[src/rtl/rxpoll_pkg.sv]
// Shared types for the receiver polling sequencer.
package rxpoll_pkg;
    // Phase codes; the numeric values are visible on phase_o.
    typedef enum logic [1:0] {
        PH_SLEEP = 2'd0,
        PH_START = 2'd1,
        PH_CHECK = 2'd2,
        PH_RECV  = 2'd3
    } phase_t;
endpackage

[src/rtl/rxpoll_timer.sv]
// Phase length down-counter.
// Loaded with (length-1) on the edge that enters a timed phase, it counts to
// zero and holds there. expired is high while the count is zero.
// Assumes load is only raised on a phase transition.
module rxpoll_timer #(
    parameter int CW      = 9,
    parameter int RST_VAL = 31
) (
    input  logic          clk,
    input  logic          rst_n,
    input  logic          load,
    input  logic [CW-1:0] load_val,
    output logic          expired
);
    logic [CW-1:0] cnt;

    // Reload on a phase change, otherwise count down to zero.
    always_ff @(posedge clk) begin
        if (!rst_n)           cnt <= CW'(RST_VAL);
        else if (load)        cnt <= load_val;
        else if (cnt != '0)   cnt <= cnt - 1'b1;
    end

    assign expired = (cnt == '0);

    // a load is taken exactly.
    a_r3_load_taken: assert property (@(posedge clk) disable iff (!rst_n)
        load |=> cnt == $past(load_val));
    // without a load the count moves down by one or rests at zero.
    a_r4_count_step: assert property (@(posedge clk) disable iff (!rst_n)
        (!load && cnt != '0) |=> cnt == $past(cnt) - 1'b1);
endmodule

[src/rtl/rxpoll_low_detect.sv]
// Host release detector for the data line.
// Counts consecutive edges with the data line low while armed. hit is high on
// the edge that completes DATA_LOW_MIN low samples. Disarming clears the run.
module rxpoll_low_detect #(
    parameter int DATA_LOW_MIN = 5
) (
    input  logic clk,
    input  logic rst_n,
    input  logic arm,
    input  logic data_in,
    output logic hit
);
    localparam int LW = $clog2(DATA_LOW_MIN + 1);

    logic [LW-1:0] run;

    // Track the length of the current low run while armed.
    always_ff @(posedge clk) begin
        if (!rst_n || !arm || data_in) run <= '0;
        else if (run != LW'(DATA_LOW_MIN)) run <= run + 1'b1;
    end

    assign hit = arm && !data_in && (run == LW'(DATA_LOW_MIN - 1));

    generate
        if (DATA_LOW_MIN > 1) begin : g_run_chk
            // a hit always follows a low sample on the previous edge.
            a_r8_run_before_hit: assert property (@(posedge clk) disable iff (!rst_n)
                hit |-> $past(!data_in && arm));
        end
    endgenerate
endmodule

[src/rtl/rxpoll_fsm.sv]
// Phase sequencer: sleep -> start-up -> bit-check -> (receive | sleep).
// Raises timer load with the next phase length on every entry to a timed phase.
// Assumes the verdict and host inputs are stable around the clock edge.
module rxpoll_fsm
    import rxpoll_pkg::*;
#(
    parameter int CW             = 9,
    parameter int SLEEP_UNIT     = 8,
    parameter int STARTUP_CYCLES = 6
) (
    input  logic          clk,
    input  logic          rst_n,
    input  logic          expired,
    input  logic          chk_pass,
    input  logic          chk_fail,
    input  logic          pol_low,
    input  logic          data_hit,
    input  logic [4:0]    cfg_sleep,
    output phase_t        phase,
    output logic          load,
    output logic [CW-1:0] load_val
);
    phase_t        nxt;
    logic [CW-1:0] sleep_len;

    // Sleep length minus one, from the word present at the entry edge.
    always_comb begin
        sleep_len = ({{(CW-5){1'b0}}, cfg_sleep} + CW'(1)) * CW'(SLEEP_UNIT) - CW'(1);
    end

    // Next-phase selection with fail priority over pass.
    always_comb begin
        nxt = phase;
        unique case (phase)
            PH_SLEEP: if (expired) nxt = PH_START;
            PH_START: if (expired) nxt = PH_CHECK;
            PH_CHECK: begin
                if (chk_fail)      nxt = PH_SLEEP;
                else if (chk_pass) nxt = PH_RECV;
            end
            PH_RECV:  if (pol_low || data_hit) nxt = PH_SLEEP;
            default:  nxt = PH_SLEEP;
        endcase
    end

    // Timer reload on entry to a timed phase.
    always_comb begin
        load     = (nxt != phase) && (nxt == PH_SLEEP || nxt == PH_START);
        load_val = (nxt == PH_START) ? CW'(STARTUP_CYCLES - 1) : sleep_len;
    end

    // Phase register.
    always_ff @(posedge clk) begin
        if (!rst_n) phase <= PH_SLEEP;
        else        phase <= nxt;
    end

    // bit-check waits without a verdict.
    a_r5_wait_verdict: assert property (@(posedge clk) disable iff (!rst_n)
        (phase == PH_CHECK && !chk_pass && !chk_fail) |=> phase == PH_CHECK);
    // pass alone enters receive.
    a_r5_pass_recv: assert property (@(posedge clk) disable iff (!rst_n)
        (phase == PH_CHECK && chk_pass && !chk_fail) |=> phase == PH_RECV);
    // fail returns to sleep, even together with pass.
    a_r6_fail_sleep: assert property (@(posedge clk) disable iff (!rst_n)
        (phase == PH_CHECK && chk_fail) |=> phase == PH_SLEEP);
    // polling pin low in receive returns to sleep.
    a_r7_pin_release: assert property (@(posedge clk) disable iff (!rst_n)
        (phase == PH_RECV && pol_low) |=> phase == PH_SLEEP);
    // start-up holds until its timer runs out.
    a_r4_start_hold: assert property (@(posedge clk) disable iff (!rst_n)
        (phase == PH_START && !expired) |=> phase == PH_START);
    // sleep only leads to sleep or start-up.
    a_r9_sleep_exit: assert property (@(posedge clk) disable iff (!rst_n)
        phase == PH_SLEEP |=> (phase == PH_SLEEP || phase == PH_START));
    // receive is entered only from bit-check.
    a_r9_recv_entry: assert property (@(posedge clk) disable iff (!rst_n)
        (phase != PH_RECV) ##1 (phase == PH_RECV) |-> $past(phase) == PH_CHECK);
endmodule

[src/rtl/rxpoll_top.sv]
// Receiver polling sequencer top.
// Ties the phase machine to its phase timer and the data-line release detector,
// and decodes the phase into the enable and indicator outputs.
// Assumes all inputs are synchronous to clk.
module rxpoll_top
    import rxpoll_pkg::*;
#(
    parameter int SLEEP_UNIT     = 8,
    parameter int STARTUP_CYCLES = 6,
    parameter int DATA_LOW_MIN   = 5,
    parameter int DEFAULT_SLEEP  = 3,
    parameter int NUM_EN         = 3
) (
    input  logic              clk,
    input  logic              rst_n,
    input  logic [4:0]        cfg_sleep,
    input  logic              chk_pass,
    input  logic              chk_fail,
    input  logic              data_in,
    input  logic              pol_on_n,
    output logic              active_o,
    output logic [NUM_EN-1:0] proc_en_o,
    output logic              chk_en_o,
    output logic              recv_o,
    output logic [1:0]        phase_o
);
    localparam int MAXLEN = (32 * SLEEP_UNIT > STARTUP_CYCLES) ? 32 * SLEEP_UNIT : STARTUP_CYCLES;
    localparam int CW     = $clog2(MAXLEN) + 1;
    localparam int RSTV   = (DEFAULT_SLEEP + 1) * SLEEP_UNIT - 1;

    phase_t        phase;
    logic          expired, load, data_hit;
    logic [CW-1:0] load_val;

    rxpoll_timer #(.CW(CW), .RST_VAL(RSTV)) u_timer (
        .clk(clk), .rst_n(rst_n), .load(load), .load_val(load_val), .expired(expired)
    );

    rxpoll_low_detect #(.DATA_LOW_MIN(DATA_LOW_MIN)) u_low (
        .clk(clk), .rst_n(rst_n), .arm(phase == PH_RECV), .data_in(data_in), .hit(data_hit)
    );

    rxpoll_fsm #(.CW(CW), .SLEEP_UNIT(SLEEP_UNIT), .STARTUP_CYCLES(STARTUP_CYCLES)) u_fsm (
        .clk(clk), .rst_n(rst_n), .expired(expired), .chk_pass(chk_pass),
        .chk_fail(chk_fail), .pol_low(!pol_on_n), .data_hit(data_hit),
        .cfg_sleep(cfg_sleep), .phase(phase), .load(load), .load_val(load_val)
    );

    // Phase decode for indicator and single-purpose enables.
    always_comb begin
        active_o = (phase != PH_SLEEP);
        chk_en_o = (phase == PH_CHECK);
        recv_o   = (phase == PH_RECV);
        phase_o  = phase;
    end

    // One enable per processing circuit, all driven from the active phase.
    generate
        for (genvar g = 0; g < NUM_EN; g++) begin : g_en
            assign proc_en_o[g] = active_o;
        end
    endgenerate

    // enables never disagree with the indicator across a phase step.
    a_r2_en_follow: assert property (@(posedge clk) disable iff (!rst_n)
        $rose(active_o) |-> ($past(phase) == PH_SLEEP && proc_en_o == {NUM_EN{1'b1}}));
    // leaving activity always lands in sleep with enables off.
    a_r1_sleep_dark: assert property (@(posedge clk) disable iff (!rst_n)
        $fell(active_o) |-> (proc_en_o == '0 && !chk_en_o && !recv_o));
endmodule

[config.mk]
export PLATFORM = sky130hd
export DESIGN_NAME = rxpoll_top
export DESIGN_NICKNAME = d
export VERILOG_FILES = /design/src/rtl/rxpoll_pkg.sv /design/src/rtl/rxpoll_timer.sv /design/src/rtl/rxpoll_low_detect.sv /design/src/rtl/rxpoll_fsm.sv /design/src/rtl/rxpoll_top.sv
export SDC_FILE = /design/constraint.sdc
export NUM_CORES = 1
export LEC_CHECK = 0
export CAP_MARGIN = 20
export CORE_UTILIZATION = 23
export CTS_CLUSTER_DIAMETER = 50
export CTS_CLUSTER_SIZE = 40
export DETAILED_ROUTE_END_ITERATION = 8
export PLACE_DENSITY = 0.44
export SKIP_LAST_GASP = 1
export SLEW_MARGIN = 10
export SYNTH_ARGS = -nofsm -noshare
export SYNTH_HDL_FRONTEND = slang
export SYNTH_HIERARCHICAL = 1
export SYNTH_SLANG_ARGS = --single-unit
[constraint.sdc]
create_clock -name clk -period 3 [get_ports clk]
set_clock_uncertainty 0.05 [all_clocks]
set_input_delay 0.45 -clock clk [delete_from_list [all_inputs] [get_ports clk]]
set_output_delay 0.45 -clock clk [all_outputs]
set_load 0.005 [all_outputs]
==> metrics.txt <==
number of flops mapped to enable cells by yosys=0; post-layout minimum cycle time=2.84 ns; final setup violating endpoints=0; hold_buf cts=0; setup bufs post-CTS=0; drt pass-1 iters=6; vias in the first global route=882; status=finished with violations; fill count=~480; # H-tree levels=1; Diodes inserted=0; post-synthesis cell area=1080 µm²; area occupied by multi-input gates=about 720 µm²; crit-path cells=inv_1 > ha_1 > or4b_2 > nor2_1 > nand2b_1 > mux2i_1 > buf_12 > nand3b_1 > a21oi_1 > nand3b_1; CP most frequent cell=nand3b_1; I/O Buffers=18; Seq/Total Area, Yosys=26.0%; post-synth cell types=52; storage element area=280 µm²; CP max FO=17; commonest non-fill, non-tap cell in the layout=clkdlybuf4s50_1; delay-heaviest family, CP=simple AND/OR/NAND/NOR gates; Synth Register Bits=14; DRT Wirelength=roughly 2500 µm; Reg clk slew, reported paths=0.07 ns; failing checks=design-rule violations; Initial DRC Count=42; cts repair resizes=0; total number of vias=986; GRT overflow=0; WL/cell=12.6 µm; Pleak=0.462 nW; height of the die=70.5 µm; Ys Warns=6; CTS tree=built; fmax=352 MHz; Slew headroom=52.3%; PwrDens=roughly 330 nW/µm²; Avg Synthesized Cell Area=8.12 µm²; Max Slew Vio Count=0; hpwl dp=roughly 1900 µm; initial core utilization=approximately a quarter; Inserted Clock Buffers=3; Layout area overhead=25.5%; final hold violations=0; routed vias/inst=4.91; Worst Setup End Kind=register; # Max-Cap Violations=0; Worst path slowest cell=or4b_2; setup TNS=0 ns; peak supply drop=around 0.22 mV; synthesized instance count=133; gp weighted congestion=0.773; Power, Total=0.447 mW; clock root buffer=clkbuf_8; DRC=7; post-route cell area=between 1000 and 1500 µm²; Area after DPL=1300 µm²; FFs w/ async S/R, synth=0%; GRT Util Overall=10.7%; leading register cell type out of synthesis=dfxtp_1; worst hold slack=0.459 ns; post-route ant nets=0; largest net degree at the start of global routing=18; global-route wire length before repair=4170 µm; initial antenna violation count=0; critical path data arrival time=between 2 and 3 ns; Final #Nets=166; CP peak stage delay=about 0.7 ns; share of layout cells above drive strength 1=around an eighth; Die Wd=70.5 µm; row cnt=24; clock buffer depth=2; Clock Sinks=14; Least-Margin Pin Slew=0.710 ns; Hold Path Class=register to register; Tcrit/Tclk final=about 95%; Clk Latency, worst-skew pair=0.25 ns; Core Footprint=4440 µm²; CP Class=register to register; most frequent cells in the layout=18 x clkdlybuf4s50_1, 14 x dfxtp_1, 10 x nor2_1; startpoint type of the worst setup path=register; RSZ-0062 raised after global routing=false; num ports=19; CP required=3.08 ns; die area=4970 µm²; Buf/Inv on CP=2
## flip-flops by register name, summed over array words and instances (netlist names)
signal / flops
u_low/run: 3
u_fsm/phase: 2
u_timer/cnt: 9
## metal layers
layer | vias up | share of wire [%] | global-route usage, %
met5 | - | 0 | 0
met4 | 0 | 0.55 | 2.04
met3 | 2 | 4.8 | 3.61
met2 | 22 | 44 | 16.8
met1 | 451 | 51 | 14.2
li1 | 511 | - | -
## final cells by class
type,instances,share of cell area [%]
Multi-Input combinational cell,103,53.2
Sequential cell,14,20.7
Timing Repair Buffer,19,14.8
Tap cell,52,4.80
Clock buffer,4,4.06
Inverter,9,2.49
## worst reg2reg max path: cells and delay by family, from the launching register on
kind            cells  cell delay [ns]
flops               1             0.34
fa+ha+maj           1             0.30
compound gates      1             0.05
buf+inv             2             0.26
mux                 1             0.25
simple gates        5             1.45
## per-stage QoR
step	util, %	worst slack (ns)	cells
2_1_floorplan	-	0.393	134
6_report	30.5	0.161	201
5_1_grt	30.5	0.00307	201
3_5_place_dp	29.3	0.205	197
4_1_cts	30.5	0.186	201
3_3_place_gp	29.3	0.299	197
## cells by family after synthesis
logic type               Yosys count  share of synthesized area (%)
flip-flops                        14                           26.0
other                              1                          0.347
buffers and inverters             17                           7.65
AND/OR/NAND/NOR                   58                           32.6
multiplexers                       2                           1.85
XOR/XNOR                           4                           3.24
adder cells (fa/ha/maj)            5                           5.79
AO/OA/AOI/OAI                     32                           22.6
## power by group
part | switching, mW | internal [mW] | total, mW | leakage, nW
Combinational | 0.0294 | 0.0311 | 0.0605 | 0.319
Sequential | 0.00495 | 0.189 | 0.194 | 0.114
Clock | 0.0762 | 0.116 | 0.193 | 0.0288
## final timing paths
check                  from        endpoint  slack (ns)  cells after the start
min            u_low/run[1]    u_low/run[1]        0.46                      2
max reg2reg  u_timer/cnt[0]  u_timer/cnt[7]        0.16                     10
min reg2reg    u_low/run[1]    u_low/run[1]        0.46                      2
max          u_timer/cnt[0]  u_timer/cnt[7]        0.16                     10
## Yosys cell counts, types with 2 or more instances
library cell	count	share of area, %
or4_1	2	1.4
nor3b_1	2	1.4
nand3b_1	3	2.1
nand2_1	8	2.8
a21boi_0	2	1.4
nor2b_1	3	1.7
o311ai_0	4	3.2
ha_1	5	5.8
xnor2_1	4	3.2
inv_1	8	2.8
clkbuf_1	3	1.0
buf_4	5	3.5
nand3_1	6	2.8
mux2i_1	2	1.9
nand4_1	2	1.2
dfxtp_1	14	26
nand2b_1	3	1.7
a21oi_1	9	4.2
o21ai_0	3	1.4
nor2_1	10	3.5
nor3_1	4	1.9
Note: power is estimated with default switching activity, not from simulation.
